$ cat src/rtl/ecc_pkg.sv
package ecc_pkg;
  localparam int BYTE_W       = 8;
  localparam int IDX_W        = 8;
  localparam int HALF_BYTES   = 1 << IDX_W;
  localparam int SECTOR_BYTES = 2 * HALF_BYTES;
  localparam int LP_W         = 2 * IDX_W;
  localparam int CODE_W       = 24;
  localparam int WORD_W       = 16;

  localparam logic [7:0] MODE_CLEAR = 8'hF4;
  localparam logic [7:0] MODE_CALC  = 8'hB4;
  localparam logic [7:0] MODE_OUT   = 8'hD4;

  typedef enum logic [1:0] {EM_IDLE, EM_CLEAR, EM_CALC, EM_OUT} ecc_mode_e;

  // fold one byte's parity into the even/odd line-parity pairs
  function automatic logic [LP_W-1:0] lp_next(input logic [LP_W-1:0] lp,
                                              input logic [IDX_W-1:0] idx,
                                              input logic [BYTE_W-1:0] d);
    logic [LP_W-1:0] r;
    r = lp;
    if (^d) begin
      for (int k = 0; k < IDX_W; k++) begin
        r[2*k + int'(idx[k])] = ~r[2*k + int'(idx[k])];
      end
    end
    return r;
  endfunction

  // six column parities from the XOR of all bytes, bit5 down to bit0
  function automatic logic [5:0] col_code(input logic [BYTE_W-1:0] c);
    return {^c[7:4], ^c[3:0], ^{c[7:6], c[3:2]}, ^{c[5:4], c[1:0]},
            ^{c[7], c[5], c[3], c[1]}, ^{c[6], c[4], c[2], c[0]}};
  endfunction

  // {byte2, byte1, byte0}, inverted, spare bits end up as ones
  function automatic logic [CODE_W-1:0] pack_code(input logic [LP_W-1:0] lp,
                                                  input logic [BYTE_W-1:0] col);
    return ~{col_code(col), 2'b00, lp[15:8], lp[7:0]};
  endfunction

  // interleaved readout of the six bytes
  function automatic logic [WORD_W-1:0] ro_word(input logic [CODE_W-1:0] c0,
                                                input logic [CODE_W-1:0] c1,
                                                input logic [1:0] k);
    case (k)
      2'd0:    return {c0[7:0],   c0[15:8]};
      2'd1:    return {c1[15:8],  c0[23:16]};
      2'd2:    return {c1[23:16], c1[7:0]};
      default: return 16'hFFFF;
    endcase
  endfunction
endpackage

$ cat src/rtl/ecc_mode_ctl.sv
module ecc_mode_ctl
  import ecc_pkg::*;
(
  input  logic       clk,
  input  logic       rst_n,
  input  logic       mode_we,
  input  logic [7:0] mode_val,
  input  logic       rd_req,
  output logic       acc_mode,
  output logic       out_mode,
  output logic       clr_evt,
  output logic       ro_restart
);
  ecc_mode_e mode_q;

  always_ff @(posedge clk) begin
    if (!rst_n) begin
      mode_q <= EM_IDLE;
    end else if (mode_we) begin
      case (mode_val)
        MODE_CLEAR: mode_q <= EM_CLEAR;
        MODE_CALC:  mode_q <= EM_CALC;
        MODE_OUT:   mode_q <= EM_OUT;
        default:    mode_q <= EM_IDLE;
      endcase
    end
  end

  assign acc_mode   = (mode_q == EM_CALC);
  assign out_mode   = (mode_q == EM_OUT);
  assign clr_evt    = rd_req && (mode_q == EM_CLEAR);
  assign ro_restart = mode_we && (mode_val == MODE_OUT);

  AST_CALC_DECODE: assert property (@(posedge clk) disable iff (!rst_n)
    (mode_we && mode_val == MODE_CALC) |=> acc_mode);
  AST_OTHER_DORMANT: assert property (@(posedge clk) disable iff (!rst_n)
    (mode_we && mode_val == 8'h94) |=> (!acc_mode && !out_mode));
endmodule

$ cat src/rtl/ecc_byte_cnt.sv
module ecc_byte_cnt #(
  parameter int TOTAL = 512,
  parameter int IDX_W = 8
) (
  input  logic             clk,
  input  logic             rst_n,
  input  logic             clr,
  input  logic             step_req,
  output logic             step,
  output logic [IDX_W-1:0] idx,
  output logic             half_sel,
  output logic             full
);
  localparam int CNT_W = $clog2(TOTAL) + 1;

  logic [CNT_W-1:0] cnt_q;

  assign full     = (cnt_q == CNT_W'(TOTAL));
  assign step     = step_req && !full;
  assign idx      = cnt_q[IDX_W-1:0];
  assign half_sel = cnt_q[IDX_W];

  always_ff @(posedge clk) begin
    if (!rst_n || clr) cnt_q <= '0;
    else if (step)     cnt_q <= cnt_q + 1'b1;
  end

  AST_CNT_LIMIT: assert property (@(posedge clk) disable iff (!rst_n)
    cnt_q <= CNT_W'(TOTAL));
  AST_CLR_ZERO: assert property (@(posedge clk) disable iff (!rst_n)
    clr |=> (cnt_q == '0));
  AST_FULL_HOLD: assert property (@(posedge clk) disable iff (!rst_n)
    (full && !clr) |=> $stable(cnt_q));
endmodule

$ cat src/rtl/ecc_half_acc.sv
module ecc_half_acc
  import ecc_pkg::*;
(
  input  logic              clk,
  input  logic              rst_n,
  input  logic              clr,
  input  logic              en,
  input  logic [IDX_W-1:0]  idx,
  input  logic [BYTE_W-1:0] d,
  output logic [CODE_W-1:0] code
);
  logic [LP_W-1:0]   lp_q;
  logic [BYTE_W-1:0] col_q;

  always_ff @(posedge clk) begin
    if (!rst_n || clr) begin
      lp_q  <= '0;
      col_q <= '0;
    end else if (en) begin
      lp_q  <= lp_next(lp_q, idx, d);
      col_q <= col_q ^ d;
    end
  end

  assign code = pack_code(lp_q, col_q);

  AST_IDLE_HOLD: assert property (@(posedge clk) disable iff (!rst_n)
    (!en && !clr) |=> ($stable(lp_q) && $stable(col_q)));
endmodule

$ cat src/rtl/ecc_readout.sv
module ecc_readout
  import ecc_pkg::*;
(
  input  logic              clk,
  input  logic              rst_n,
  input  logic              clr,
  input  logic              restart,
  input  logic              out_mode,
  input  logic              rd_req,
  input  logic [CODE_W-1:0] code0,
  input  logic [CODE_W-1:0] code1,
  output logic              ecc_vld,
  output logic [WORD_W-1:0] ecc_word
);
  logic [1:0] idx_q;
  logic       rd_fire;

  assign rd_fire = rd_req && out_mode;

  always_ff @(posedge clk) begin
    if (!rst_n || clr || restart) idx_q <= '0;
    else if (rd_fire && idx_q != 2'd3) idx_q <= idx_q + 2'd1;
  end

  always_ff @(posedge clk) begin
    if (!rst_n) begin
      ecc_vld  <= 1'b0;
      ecc_word <= '1;
    end else begin
      ecc_vld <= rd_fire;
      if (rd_fire) ecc_word <= ro_word(code0, code1, idx_q);
    end
  end

  AST_VLD_FROM_REQ: assert property (@(posedge clk) disable iff (!rst_n)
    ecc_vld |-> $past(rd_req));
  AST_PAST_END_ONES: assert property (@(posedge clk) disable iff (!rst_n)
    (rd_fire && idx_q == 2'd3) |=> (ecc_word == 16'hFFFF));
endmodule

$ cat src/rtl/ecc_sector_gen.sv
module ecc_sector_gen
  import ecc_pkg::*;
(
  input  logic        clk,
  input  logic        rst_n,
  input  logic        mode_we,
  input  logic [7:0]  mode_val,
  input  logic        dat_vld,
  input  logic [7:0]  dat_byte,
  input  logic        rd_req,
  output logic        ecc_vld,
  output logic [15:0] ecc_word
);
  localparam int HALVES = 2;

  logic acc_mode, out_mode, clr_evt, ro_restart;
  logic step, half_sel, full;
  logic [IDX_W-1:0] idx;
  logic [HALVES-1:0] en_vec;
  logic [HALVES-1:0][CODE_W-1:0] codes;

  ecc_mode_ctl u_ctl (
    .clk(clk), .rst_n(rst_n), .mode_we(mode_we), .mode_val(mode_val),
    .rd_req(rd_req), .acc_mode(acc_mode), .out_mode(out_mode),
    .clr_evt(clr_evt), .ro_restart(ro_restart)
  );

  ecc_byte_cnt #(.TOTAL(SECTOR_BYTES), .IDX_W(IDX_W)) u_cnt (
    .clk(clk), .rst_n(rst_n), .clr(clr_evt), .step_req(dat_vld && acc_mode),
    .step(step), .idx(idx), .half_sel(half_sel), .full(full)
  );

  for (genvar h = 0; h < HALVES; h++) begin : g_half
    assign en_vec[h] = step && (half_sel == 1'(h));
    ecc_half_acc u_acc (
      .clk(clk), .rst_n(rst_n), .clr(clr_evt), .en(en_vec[h]),
      .idx(idx), .d(dat_byte), .code(codes[h])
    );
  end

  ecc_readout u_ro (
    .clk(clk), .rst_n(rst_n), .clr(clr_evt), .restart(ro_restart),
    .out_mode(out_mode), .rd_req(rd_req), .code0(codes[0]), .code1(codes[1]),
    .ecc_vld(ecc_vld), .ecc_word(ecc_word)
  );

  AST_ONE_HALF: assert property (@(posedge clk) disable iff (!rst_n)
    $onehot0(en_vec));
  AST_FULL_NO_STEP: assert property (@(posedge clk) disable iff (!rst_n)
    full |-> (en_vec == '0));
endmodule

$ cat config.mk
export PLATFORM = sky130hd
export DESIGN_NAME = ecc_sector_gen
export DESIGN_NICKNAME = d
export VERILOG_FILES = /design/src/rtl/ecc_pkg.sv /design/src/rtl/ecc_mode_ctl.sv /design/src/rtl/ecc_byte_cnt.sv /design/src/rtl/ecc_half_acc.sv /design/src/rtl/ecc_readout.sv /design/src/rtl/ecc_sector_gen.sv
export SDC_FILE = /design/constraint.sdc
export NUM_CORES = 1
export LEC_CHECK = 0
export BUFFER_PORTS_ARGS = -buffer_cell sky130_fd_sc_hd__buf_2
export CAP_MARGIN = 5
export CORE_MARGIN = 8
export CORE_UTILIZATION = 45
export CTS_BUF_LIST = sky130_fd_sc_hd__clkbuf_8
export CTS_CLUSTER_SIZE = 20
export DETAILED_ROUTE_END_ITERATION = 10
export PLACE_DENSITY = 0.69
export SLEW_MARGIN = 10
export SYNTH_ARGS = -nofsm -noshare
export SYNTH_HDL_FRONTEND = slang
export SYNTH_SLANG_ARGS = --single-unit
$ cat constraint.sdc
create_clock -name clk -period 2.9 [get_ports clk]
set_clock_uncertainty 0.1 [all_clocks]
set_input_delay 0.145 -clock clk [delete_from_list [all_inputs] [get_ports clk]]
set_output_delay 0.145 -clock clk [all_outputs]
set_load 0.1 [all_outputs]
==> run summary <==
Total GRT Usage: 0.172
Die Span Y: 109 µm
GRT Residual Overflow: 0
Drt pass-1 iters: 5
Nets: 510
Antenna diodes: 0
Startpoint types: flop
Iteration-0 DRC Markers: 204
Share of layout cells above drive strength 1: 0.129
Worst Setup End Kind: flop
Drc violations: 0
Fraction of registers with async set/reset: 0
Max cap viols: 0
Post-Synthesis Cell Area: 3860 µm²
Fmax: 0.407 GHz
Hold Fails Final Rpt: 0
CP Max Fanout: 16
H-tree levels: 3
Post-Route WL: 9890 µm
ANT nets after route: 0
I/O pins: 38
Worst Hold Class: input pin to flop
RSZ-0062 raised after global routing: false
WP data required: 3.09 ns
Critical Path Max Stage Delay: 0.50 ns
Vias in the first global route: 3,186
Critical path depth in cells: 7
Critical Path AT: 2.65 ns
Routed vias: 3,411
Sink Count: 79
Worst slew margin: 0.464
Core Region: 8260 µm²
Status: completed
Maximum vdd drop: 307 µV
TNS Setup: 0 ns
Clock buffer count from CTS: 9
Setup WS pre-CTS: 0.482 ns
Yosys warns: 0
Cell Pwr Density: 479 nW/µm²
Top FF cell, synth: dfxtp_1
Area share of the largest cell type after synthesis: 0.410
Die X: 109 µm
Avg Inst Size Synth: 8.43 µm²
Cell taking the most area after synthesis: dfxtp_1
WL/cell: 16.7 µm
Final worst path period share: 0.846
Hold depth: 4
Initial core utilization: 0.468
GP Congestion: 0.890
First-pass GRT wire length: 16,100 µm
Port-buffer cells: 37
Slew at the pin closest to its max-slew limit: 0.801 ns
WS Path Type: flop to flop
Clock Latency Late Sink: 0.36 ns
Postcts setup bufs: 0
Synth top area cells: dfxtp_1 41%, xnor2_1 9.3%, a21oi_1 4.8%
Final worst slack: 0.446 ns
Crit-path cells: inv_1 > ha_1 > and2_1 > a31oi_2 > nand2_1 > or4_1 > a21oi_1
Hpwl dp: 6920 µm
Antenna violations before repair: 0
CTS Hold Buffers Added: 3
Leak pwr: 1.46 nW
CP delay by family, top: simple AND/OR/NAND/NOR gates
Crit path time final: 2.45 ns
Area Overhead vs Synth: 12.5%
Top-count cell post-synth: dfxtp_1
Worst Hold Slack: 0.0335 ns
Slew Viols, Final: 0
Final setup vio count: 0
Yosys cell types: 35
Clock Path Buffers: 2
Post-synth EDFFs: 0
Routed vias/inst: 5.75
Root buf cell: clkbuf_8
Commonest cells in the netlist: 79 x dfxtp_1, 46 x nand2_1, 41 x xnor2_1, 37 x a21oi_1, 37 x nor2_1
Register bit total from synthesis: 79
Placed insts: 574
Final Non-Filler Cells: 593
Syn Nets: 485
Worst-path clk slew: 0.08 ns
Worst path slowest cell: dfxtp_1
Sequential element share of the synthesized area: 0.410
Row count: 33
TritonCTS clock tree: built
Die area: 11,800 µm²
Buf/Inv on CP: 1
Reg2reg path depth: 7
Mapped Cells: 458
Largest net degree at the start of global routing: 61
# resized after CTS: 0
layout make-up:
| cell class | count | area (µm²) |
|---|---|---|
| timing repair buffer | 47 | 268 |
| clock inverter | 6 | 62.6 |
| tap | 105 | 131 |
| sequential | 79 | 1580 |
| multi-input combinational | 334 | 2120 |
| clock buffer | 10 | 138 |
| fill | 758 | 3920 |
| inverter | 12 | 45.0 |
cells by family after synthesis:
logic type,after synthesis,synth area share
AOI/OAI and AO/OA,130,0.206
and+or+nand+nor,134,0.172
xor gates and xnor gates,62,0.141
muxes,2,0.00518
buffers and inverters,45,0.0470
adders and majority gates,6,0.0194
DFF,79,0.410
cell usage in the layout (no fill, tap or decap), types with 3 or more instances in the layout:
| cell | count |
|---|---|
| a21oi_1 | 37 |
| and3_1 | 3 |
| inv_1 | 14 |
| o21ai_0 | 33 |
| xnor2_1 | 40 |
| o211ai_1 | 3 |
| xor2_1 | 21 |
| o22ai_1 | 12 |
| clkbuf_8 | 10 |
| buf_2 | 37 |
| buf_4 | 7 |
| a31oi_1 | 13 |
| nand2_1 | 46 |
| a2111oi_0 | 11 |
| o31ai_1 | 15 |
| or4_1 | 15 |
| or3_1 | 16 |
| ha_1 | 6 |
| nor2_1 | 37 |
| dfxtp_1 | 79 |
| nand3_1 | 6 |
| dlygate4sd3_1 | 3 |
path summary, 6_finish.rpt:
path                                   startpoint                                    end  slack [ns]
max                   u_cnt.cnt_q[0]$_SDFFE_PP0P_   g_half[0].u_acc.lp_q[0]$_SDFFE_PP0P_        0.45
min                                   dat_byte[7]  g_half[0].u_acc.col_q[7]$_SDFFE_PP0P_        0.03
max reg2reg           u_cnt.cnt_q[0]$_SDFFE_PP0P_   g_half[0].u_acc.lp_q[0]$_SDFFE_PP0P_        0.45
min reg2reg  g_half[0].u_acc.lp_q[2]$_SDFFE_PP0P_   g_half[0].u_acc.lp_q[2]$_SDFFE_PP0P_        0.39
metrics by stage:
stage	total power, mW	utilization	cell area (µm²)
floorplan	1.23	-	3860
global route	2.16	0.526	4340
detailed placement	1.28	0.498	4110
global placement	1.27	0.498	4110
CTS	2.09	0.526	4340
finish	2.08	0.526	4340
worst min-delay path, delay by kind of cell:
family / cells / cell delay [ns]
buf+inv: 1 / 0.12
xor+xnor: 1 / 0.06
simple gates: 2 / 0.14
flip-flops by register name, indices dropped and copies added, names as in the netlist:
register / flops
g_half.u_acc.col_q: 16
u_ro.idx_q: 2
u_ro.ecc_word: 16
u_cnt.cnt_q: 10
g_half.u_acc.lp_q: 32
u_ctl.mode_q: 2
u_ro.ecc_vld: 1
report_power, final:
| part | internal, mW | leakage (nW) | total, mW | switching (mW) |
|---|---|---|---|---|
| logic | 0.0393 | 0.717 | 0.173 | 0.133 |
| registers | 1.08 | 0.637 | 1.08 | 0.000656 |
| clock network | 0.418 | 0.105 | 0.821 | 0.403 |
metal layers:
layer / GRT usage / up-vias / part of all wire
met5: 0 / - / 0
met4: 0.0655 / 0 / 0.019
met3: 0.0507 / 16 / 0.056
met2: 0.275 / 74 / 0.47
met1: 0.214 / 1642 / 0.45
li1: - / 1679 / -
(Power assumes the default switching activity.)
